`src/rtl/ssram_pkg.sv`:
```
`timescale 1ns/1ps
package ssram_pkg;
  typedef enum logic [1:0] {
    CMD_NONE  = 2'd0,
    CMD_READ  = 2'd1,
    CMD_WRITE = 2'd2
  } cmd_e;

  // Classify the sampled control inputs of one clock.
  function automatic cmd_e decode_cmd(input logic sleep, input logic ce_n,
                                      input logic ce, input logic wr_all,
                                      input logic bw_en);
    if (sleep || ce_n || !ce) return CMD_NONE;
    if (wr_all || bw_en) return CMD_WRITE;
    return CMD_READ;
  endfunction

  // Lane write mask: global write overrides the per-lane selects.
  function automatic logic [7:0] lane_mask(input logic is_write, input logic wr_all,
                                           input logic [7:0] sel, input int lanes);
    logic [7:0] m;
    m = '0;
    for (int i = 0; i < 8; i++)
      if (i < lanes) m[i] = is_write && (wr_all || sel[i]);
    return m;
  endfunction
endpackage

```
`src/rtl/ssram_capture.sv`:
```
`timescale 1ns/1ps
module ssram_capture
  import ssram_pkg::*;
#(
  parameter int AW    = 6,
  parameter int LANES = 2
) (
  input  logic             clk,
  input  logic             rst_n,
  input  logic [AW-1:0]    addr,
  input  logic             ce_n,
  input  logic             ce,
  input  logic             wr_all,
  input  logic             bw_en,
  input  logic [LANES-1:0] lane_sel,
  input  logic             sleep,
  output logic [LANES-1:0] wr_lanes,
  output logic             s1_sel,
  output logic             s1_rd,
  output logic [AW-1:0]    s1_addr
);
  cmd_e       cmd_now;
  logic [7:0] sel_wide;
  logic [7:0] mask_wide;

  assign cmd_now   = decode_cmd(sleep, ce_n, ce, wr_all, bw_en);
  assign sel_wide  = 8'(lane_sel);
  assign mask_wide = lane_mask(cmd_now == CMD_WRITE, wr_all, sel_wide, LANES);
  assign wr_lanes  = mask_wide[LANES-1:0];

  always_ff @(posedge clk or negedge rst_n) begin
    if (!rst_n) begin
      s1_sel  <= 1'b0;
      s1_rd   <= 1'b0;
      s1_addr <= '0;
    end else begin
      s1_sel  <= (cmd_now != CMD_NONE);
      s1_rd   <= (cmd_now == CMD_READ);
      s1_addr <= addr;
    end
  end

  // a command sampled during sleep never reaches the first stage
  a_r9_sleep_blocks: assert property (@(posedge clk) disable iff (!rst_n)
    sleep |=> !s1_sel);
  // no lane is written while sleep is high
  a_r9_sleep_no_write: assert property (@(posedge clk) disable iff (!rst_n)
    sleep |-> (wr_lanes == '0));
  // global write on a selected awake cycle enables every lane
  a_r6_global_all: assert property (@(posedge clk) disable iff (!rst_n)
    (wr_all && !ce_n && ce && !sleep) |-> (&wr_lanes));
endmodule

```
`src/rtl/ssram_array.sv`:
```
`timescale 1ns/1ps
module ssram_array #(
  parameter int AW    = 6,
  parameter int DW    = 18,
  parameter int LANES = 2
) (
  input  logic             clk,
  input  logic             rst_n,
  input  logic [AW-1:0]    wr_addr,
  input  logic [DW-1:0]    wdata,
  input  logic [LANES-1:0] wr_lanes,
  input  logic [AW-1:0]    rd_addr,
  output logic [DW-1:0]    rd_data
);
  localparam int LW    = DW / LANES;
  localparam int DEPTH = 1 << AW;

  for (genvar g = 0; g < LANES; g++) begin : g_lane
    logic [LW-1:0] store [DEPTH];

    always_ff @(posedge clk or negedge rst_n) begin
      if (!rst_n) begin
        for (int i = 0; i < DEPTH; i++) store[i] <= '0;
      end else if (wr_lanes[g]) begin
        store[wr_addr] <= wdata[g*LW +: LW];
      end
    end

    assign rd_data[g*LW +: LW] = store[rd_addr];
  end
endmodule

```
`src/rtl/ssram_outstage.sv`:
```
`timescale 1ns/1ps
module ssram_outstage #(
  parameter int DW = 18
) (
  input  logic          clk,
  input  logic          rst_n,
  input  logic          pipe_mode,
  input  logic [DW-1:0] rd_data,
  input  logic          s1_sel,
  input  logic          s1_rd,
  input  logic          oe,
  input  logic          sleep,
  output logic [DW-1:0] rdata,
  output logic          rdrive
);
  logic [DW-1:0] q_data;
  logic          q_vld;
  logic          data_ok;

  always_ff @(posedge clk or negedge rst_n) begin
    if (!rst_n) begin
      q_data <= '0;
      q_vld  <= 1'b0;
    end else begin
      q_data <= rd_data;
      q_vld  <= s1_rd;
    end
  end

  // Deselect is taken from the first stage in both modes (one stage short).
  assign data_ok = pipe_mode ? q_vld : s1_rd;
  assign rdata   = pipe_mode ? q_data : rd_data;
  assign rdrive  = oe && !sleep && s1_sel && data_ok;
endmodule

```
`src/rtl/ssram_core.sv`:
```
`timescale 1ns/1ps
module ssram_core #(
  parameter int AW    = 6,
  parameter int DW    = 18,
  parameter int LANES = 2
) (
  input  logic             clk,
  input  logic             rst_n,
  input  logic             pipe_mode,
  input  logic [AW-1:0]    addr,
  input  logic [DW-1:0]    wdata,
  input  logic             ce_n,
  input  logic             ce,
  input  logic             bw_en,
  input  logic [LANES-1:0] lane_sel,
  input  logic             wr_all,
  input  logic             oe,
  input  logic             sleep,
  output logic [DW-1:0]    rdata,
  output logic             rdrive
);
  logic [LANES-1:0] wr_lanes;
  logic             s1_sel;
  logic             s1_rd;
  logic [AW-1:0]    s1_addr;
  logic [DW-1:0]    arr_q;

  ssram_capture #(.AW(AW), .LANES(LANES)) u_capture (
    .clk(clk), .rst_n(rst_n), .addr(addr), .ce_n(ce_n), .ce(ce),
    .wr_all(wr_all), .bw_en(bw_en), .lane_sel(lane_sel), .sleep(sleep),
    .wr_lanes(wr_lanes), .s1_sel(s1_sel), .s1_rd(s1_rd), .s1_addr(s1_addr)
  );

  ssram_array #(.AW(AW), .DW(DW), .LANES(LANES)) u_array (
    .clk(clk), .rst_n(rst_n), .wr_addr(addr), .wdata(wdata),
    .wr_lanes(wr_lanes), .rd_addr(s1_addr), .rd_data(arr_q)
  );

  ssram_outstage #(.DW(DW)) u_out (
    .clk(clk), .rst_n(rst_n), .pipe_mode(pipe_mode), .rd_data(arr_q),
    .s1_sel(s1_sel), .s1_rd(s1_rd), .oe(oe), .sleep(sleep),
    .rdata(rdata), .rdrive(rdrive)
  );

  // a captured flow-through read is driven while enabled and awake
  a_r1_flow_drive: assert property (@(posedge clk) disable iff (!rst_n)
    (!pipe_mode && s1_rd && oe && !sleep) |-> rdrive);
  // in pipelined mode drive implies a read was captured one edge earlier
  a_r2_pipe_latency: assert property (@(posedge clk) disable iff (!rst_n)
    (pipe_mode && rdrive) |-> $past(s1_rd));
  // a deselect captured at an edge silences the output after it
  a_r7_deselect_off: assert property (@(posedge clk) disable iff (!rst_n)
    ((ce_n || !ce) && !sleep) |=> !rdrive);
  // output enable low always removes drive
  a_r8_oe_gate: assert property (@(posedge clk) disable iff (!rst_n)
    !oe |-> !rdrive);
endmodule

```
`config.mk`:
```
export PLATFORM = sky130hd
export DESIGN_NAME = ssram_core
export DESIGN_NICKNAME = d
export VERILOG_FILES = /design/src/rtl/ssram_pkg.sv /design/src/rtl/ssram_capture.sv /design/src/rtl/ssram_array.sv /design/src/rtl/ssram_outstage.sv /design/src/rtl/ssram_core.sv
export SDC_FILE = /design/constraint.sdc
export NUM_CORES = 2
export LEC_CHECK = 0
export BUFFER_PORTS_ARGS = -buffer_cell sky130_fd_sc_hd__buf_2
export CORE_ASPECT_RATIO = 1.25
export CORE_MARGIN = 8
export CORE_UTILIZATION = 50
export CTS_BUF_LIST = sky130_fd_sc_hd__clkbuf_8
export CTS_CLUSTER_DIAMETER = 120
export DETAILED_ROUTE_END_ITERATION = 8
export PLACE_DENSITY_LB_ADDON = 0.2
export SLEW_MARGIN = 20
export SYNTH_ARGS = -nofsm -noshare
export SYNTH_HDL_FRONTEND = slang
export SYNTH_SLANG_ARGS = --single-unit
```
`constraint.sdc`:
```
create_clock -name clk -period 2.6 [get_ports clk]
set_input_delay 0.26 -clock clk [delete_from_list [all_inputs] [get_ports clk]]
set_output_delay 0.26 -clock clk [all_outputs]
set_load 0.02 [all_outputs]
```
Word-level counts from Yosys, hierarchy flattened
Cells that the tools add are included.
{"block": "op_classes", "n_reduce_logical": 14, "mux": 19, "n_eq_ne": 2, "bitwise_logic": 2, "order_cmp": 3}
{"op": "$bwmux W576", "n": 2}
{"op": "$bmux W9 S6", "n": 2}
{"op": "$demux W9 S6", "n": 1}
{"op": "$mux W9", "n": 5}
{"op": "$mux W18", "n": 1}
{"op": "$ge A7 B7 Y1 const B", "n": 2}
{"op": "$not A6 Y7", "n": 2}
{"op": "$mux W2", "n": 4}
{"op": "$lt A7 B1 Y1 const B", "n": 1}
{"op": "$logic_and A1 B1 Y1", "n": 6}
{"op": "$logic_or A1 B1 Y1", "n": 5}
{"op": "$mux W1", "n": 4}
{"op": "$eq A2 B1 Y1 const B", "n": 1}
{"op": "$eq A2 B2 Y1 const B", "n": 1}
{"op": "$logic_not A1 Y1", "n": 2}
{"op": "$reduce_bool A2 Y1", "n": 1}
{"block": "word_totals", "wordCells": 173, "register_bits": 1179, "inputBits": 35, "output_inout_bits": 19}

Logic depth before layout (Yosys ltp)
{"block": "depth", "ltp_word": 8, "ltp_mapped": 9, "mapped_depth_nobuf": 5}

Hierarchy
A second synthesis with hierarchy kept.
{"block": "unflattened", "hier_cells": 3499, "area_unflattened_um2": 53834.1}
{"mod": "ssram_array", "n_inst": 1, "seq_area_each_um2": 28827.6, "area_each_um2": 52858.2, "cells_each": 3442}
{"mod": "ssram_outstage", "n_inst": 1, "seq_area_each_um2": 475.5, "area_each_um2": 733.2, "cells_each": 42}
{"mod": "ssram_capture", "n_inst": 1, "seq_area_each_um2": 200.2, "area_each_um2": 242.7, "cells_each": 15}

Least setup slack after synthesis
No wires, ideal clock.
{"block": "synth_timing", "kind": "register to output", "from": "reg u_capture.s1_addr[0]", "to": "out rdata[12]", "stages_incl_launch_ff": 10, "setup_slack_ns": -0.258, "arrival_ns": 2.598, "n_path_buf": 5, "required_time_ns": 2.340, "path_cell_list": "dfrtp_1 -> buf_2 -> buf_2 -> buf_2 -> buf_2 -> clkbuf_1 -> nand2_1 -> nand3_1 -> o2111ai_1 -> o311ai_0"}
{"block": "synth_between", "elab_chain_len": 5}
{"element": "start, declared", "line_no": "ssram_capture.sv:20", "text": "output logic [AW-1:0] s1_addr"}
{"element": "start signal, assigned", "line_no": "ssram_capture.sv:39", "text": "s1_addr <= addr;"}
{"element": "$not A6 Y7 (implied by the code)", "line_no": "ssram_array.sv:29", "text": "assign rd_data[g*LW +: LW] = store[rd_addr];"}
{"element": "$bmux W9 S6", "line_no": "ssram_array.sv:29"}
{"element": "$mux W9 (implied by the code) (2 in a row)", "line_no": "ssram_array.sv:29"}
{"element": "$mux W18", "line_no": "ssram_outstage.sv:32", "text": "assign rdata = pipe_mode ? q_data : rd_data;"}
{"element": "end, declared", "line_no": "ssram_core.sv:19", "text": "output logic [DW-1:0] rdata,"}
Every way passes these cells. The select of a mux whose other input is x is not followed.

Worst setup path after layout
{"block": "layout_timing", "from": "reg u_capture.s1_addr[0]", "to": "out rdata[10]"}
{"block": "layout_between", "elab_chain_len": 5}
{"element": "$not A6 Y7 (implied by the code)", "line_no": "ssram_array.sv:29"}
{"element": "$bmux W9 S6", "line_no": "ssram_array.sv:29"}
{"element": "$mux W9 (implied by the code) (2 in a row)", "line_no": "ssram_array.sv:29"}
{"element": "via arr_q[10]", "line_no": "ssram_core.sv:26", "text": "logic [DW-1:0] arr_q;"}
{"element": "$mux W18", "line_no": "ssram_outstage.sv:32"}
The timed path passes the listed nets, and every way through them passes these cells. The select of a mux whose other input is x is not followed.

==> metrics.md <==
| Metric | Value |
|---|---|
| Status | `finished with violations` |
| Failing checks | `setup timing` |
| Initial antenna violation count | `5` |
| VDD IR-drop max | `556 uV` |
| DIE AREA | `roughly 120,000 sq um` |
| Area taken by multi-input logic gates | `24,500 sq um` |
| Post-synth top area cell | `dfrtp_1` |
| RSZ-0062 raised after global routing | `true` |
| Yosys warnings | `0` |
| Min Clock Period, post-route | `around 3.7 ns` |
| Post-Syn Instances | `between 3,000 and 4,000` |
| Post-Syn Nets | `3,577` |
| RR Endpoint | `u_out.q_data[1]` |
| CTS max path bufs | `3` |
| Syn_area_per_cell | `15.2 sq um` |
| Antenna Violating Nets Remaining | `0` |
| Root Driver | `clkbuf_8` |
| Final instance area | `approximately 66,000 sq um` |
| Synth top area share | `between 50% and 60%` |
| Delay-heaviest family, CP | `multiplexers` |
| # port buffers | `53` |
| Final Setup Violations | `18` |
| Pre-CTS setup slack | `-0.664 ns` |
| WHS Path Cells | `2` |
| Area growth syn-to-layout | `21.7%` |
| Worst Path Required | `2.34 ns` |
| Power per standard cell area | `about 600 nW/um^2` |
| First-pass iteration count of the detailed router | `5` |
| EDFF count, synth | `0` |
| Worst-Skew Late Latency | `just under 0.9 ns` |
| Htree depth | `4` |
| Post-Syn Area | `between 50,000 and 60,000 sq um` |
| Final Hold Viols | `0` |
| Sequential-to-total area share from yosys stat | `54.6%` |
| Critical R2R Launch | `u_capture.s1_addr[0]` |
| Finished Layout Cells | `5,581` |
| Leakage | `between 30 and 40 nW` |
| Grt total ovfl | `0` |
| #FFs+latches synth | `~1,200` |
| Commonest non-fill, non-tap cell in the layout | `dfrtp_1` |
| Number of global-route vias before repair | `around 37,000` |
| Reg2Reg Setup Slack | `~0.080 ns` |
| Largest net degree at the start of global routing | `a little over 100` |
| Commonest non-fill, non-tap cells in the layout | `1,175 x dfrtp_1, 1,164 x mux2_2, 294 x buf_4` |
| Hold Path Class | `primary input to flop` |
| Clock sink count | `1,179` |
| Clk pin slew, worst setup/hold paths | `roughly 0.060 ns` |
| CP Data Arrival Time | `about 3.4 ns` |
| Crit-path max FO | `9` |
| Dpl hpwl | `between 100,000 and 150,000 um` |
| Fillers | `8,238` |
| Detailed-route via count | `around 33,000` |
| Final period utilization | `142%` |
| Clk_skew | `between 0.03 and 0.04 ns` |
| Placed cells | `around 5,200` |
| Post-synth cell types | `47` |
| Routed length per placed instance | `between 20 and 30 um` |
| Synth async-reset ratio | `100%` |
| R2R depth | `11` |
| Crit Path Class | `flop to output port` |
| Crit path cell chain | `buf_12 -> clkbuf_16 -> mux4_2 -> mux2i_1 -> a221oi_1 -> buf_4 -> o2bb2ai_2 -> mux2_2 -> buf_2` |
| Die span in y | `383 um` |
| Hold EP | `u_array.g_lane[0].store[408]` |
| Top-Level Pins | `54` |
| Global-route wire length before repair | `~230,000 um` |
| Drt drc | `0` |
| CP peak stage delay | `about 0.5 ns` |
| Vias/cell | `5.99` |
| Max-slew violations | `0` |
| Num CTS Buffers | `183` |
| F_max | `around 270 MHz` |
| Worst setup margin | `-1.09 ns` |
| CTS tree | `done` |
| Total GRT Usage | `about 26%` |
| Die width | `between 300 and 400 um` |
| Cell Area, Placed | `roughly 60,000 sq um` |
| Slowest CP cell | `mux4_2` |
| Gp weighted congestion | `approximately 0.86` |
| Share of layout cells above drive strength 1 | `between 50 and 60%` |
| Startpoint types | `flop` |
| Core ar. | `108,000 sq um` |
| Worst path bufs/invs | `4` |
| Crit end category | `output port` |
| Initial Util | `50.1%` |
| DRT Wirelength | `between 150,000 and 200,000 um` |
| Max_slew headroom | `34.9%` |
| Worst Tran Pin Value | `0.976 ns` |
| Starting DRT DRC Count | `roughly 2,000` |
| Post-synth top flop | `dfrtp_1` |
| Net count reported at finish | `approximately 4,000` |
| Hold path start | `wdata[3]` |
| Max Cap Viol | `0` |
| Register area | `29,500 sq um` |
| Site Rows | `135` |
| Top cells by area, synth | `dfrtp_1 55%, mux2_2 24%, mux4_2 9.3%` |
-- worst max path at each step --
stage	from	end	slack, ns	cells after the start
3_3_place_gp	u_capture.s1_addr[2]	rdata[7]	-0.68	9
3_5_place_dp	u_capture.s1_addr[2]	rdata[7]	-0.66	9
6_report	u_capture.s1_addr[0]	rdata[10]	-1.09	9
2_1_floorplan	u_capture.s1_addr[0]	rdata[12]	-0.01	9
4_1_cts	u_capture.s1_addr[0]	rdata[1]	-1.14	9
5_1_grt	u_capture.s1_addr[0]	rdata[10]	-1.18	9
-- repair_timing --
action | CTS | global route
gates cloned | 7 | 6
setup endpoints to repair | 23 | 19
resized for setup | 182 | 79
buffers inserted | 35 | 14
endpoints found under the hold margin | 854 | 0
pin swaps | 26 | 20
hold buffers | 22 | 0
-- flip-flops by register name, indices dropped and copies added, names as in the netlist --
register / flops
u_array.g_lane.store: 1152
u_capture.s1_addr: 6
u_capture.s1_rd: 1
u_capture.s1_sel: 1
u_out.q_data: 18
u_out.q_vld: 1
-- cell families after synthesis --
| kind of cell | Yosys count | share of synthesized area [%] |
|---|---|---|
| multiplexers | 1585 | 37.3 |
| buffers and inverters | 268 | 2.01 |
| AND/OR/NAND/NOR | 321 | 3.34 |
| flip-flops | 1179 | 54.6 |
| AO/OA/AOI/OAI | 189 | 2.75 |
-- per-layer routing --
metal,routed length (um),part of all wire [%],track usage (%)
met5,13,0.0086,0
met4,5640,3.7,10.1
met1,61600,41,33.0
met3,6910,4.6,4.71
met2,76900,51,43.1
-- worst reg2reg max path: stages (launching register included) --
cell	delay, ns
dfrtp_4	0.50
buf_12	0.19
buf_16	0.17
buf_4	0.12
mux4_2	0.51
mux2i_1	0.15
buf_4	0.16
nor2_4	0.06
buf_4	0.15
o211ai_1	0.18
buf_4	0.14
o21ai_0	0.06
-- stage by stage --
step	power (mW)	utilization [%]	hold slack (ns)	TNS [ns]
2_1_floorplan	21.3	-	-0.0356	-0.0149
3_3_place_gp	22.9	55.3	0.247	-6.73
3_5_place_dp	23.0	55.3	0.259	-7.25
4_1_cts	39.5	60.4	0.0172	-19.75
5_1_grt	40.7	61.0	0.0472	-20.11
6_report	39.3	61.0	0.0953	-18.12
-- area by class of cell --
class,instances,share of cell area (%)
flip-flops and latches,1179,44.9
multi-input cells,2095,37.2
repair buffers,532,9.26
clock buffers,243,5.09
well taps,1438,2.74
clock inverters,84,0.752
inverters,4,0.0228
diodes,6,0.0228
-- where the power goes --
part	internal, mW	leakage [nW]	switching [mW]
Clock	8.72	2.16	7.39
Combinational	1.75	13.3	2.09
Sequential	19.0	16.3	0.337
-- cells in the mapped netlist (all sizes together) (22+ instances only) --
library cell  instances
mux2               1183
a221oi               24
mux2i               179
mux4                223
nand2               142
dfrtp              1179
o21ai                22
buf                  92
o221ai               26
nor2                 87
clkbuf              172
nor2b                27
Note: power is estimated with default switching activity, not from simulation.
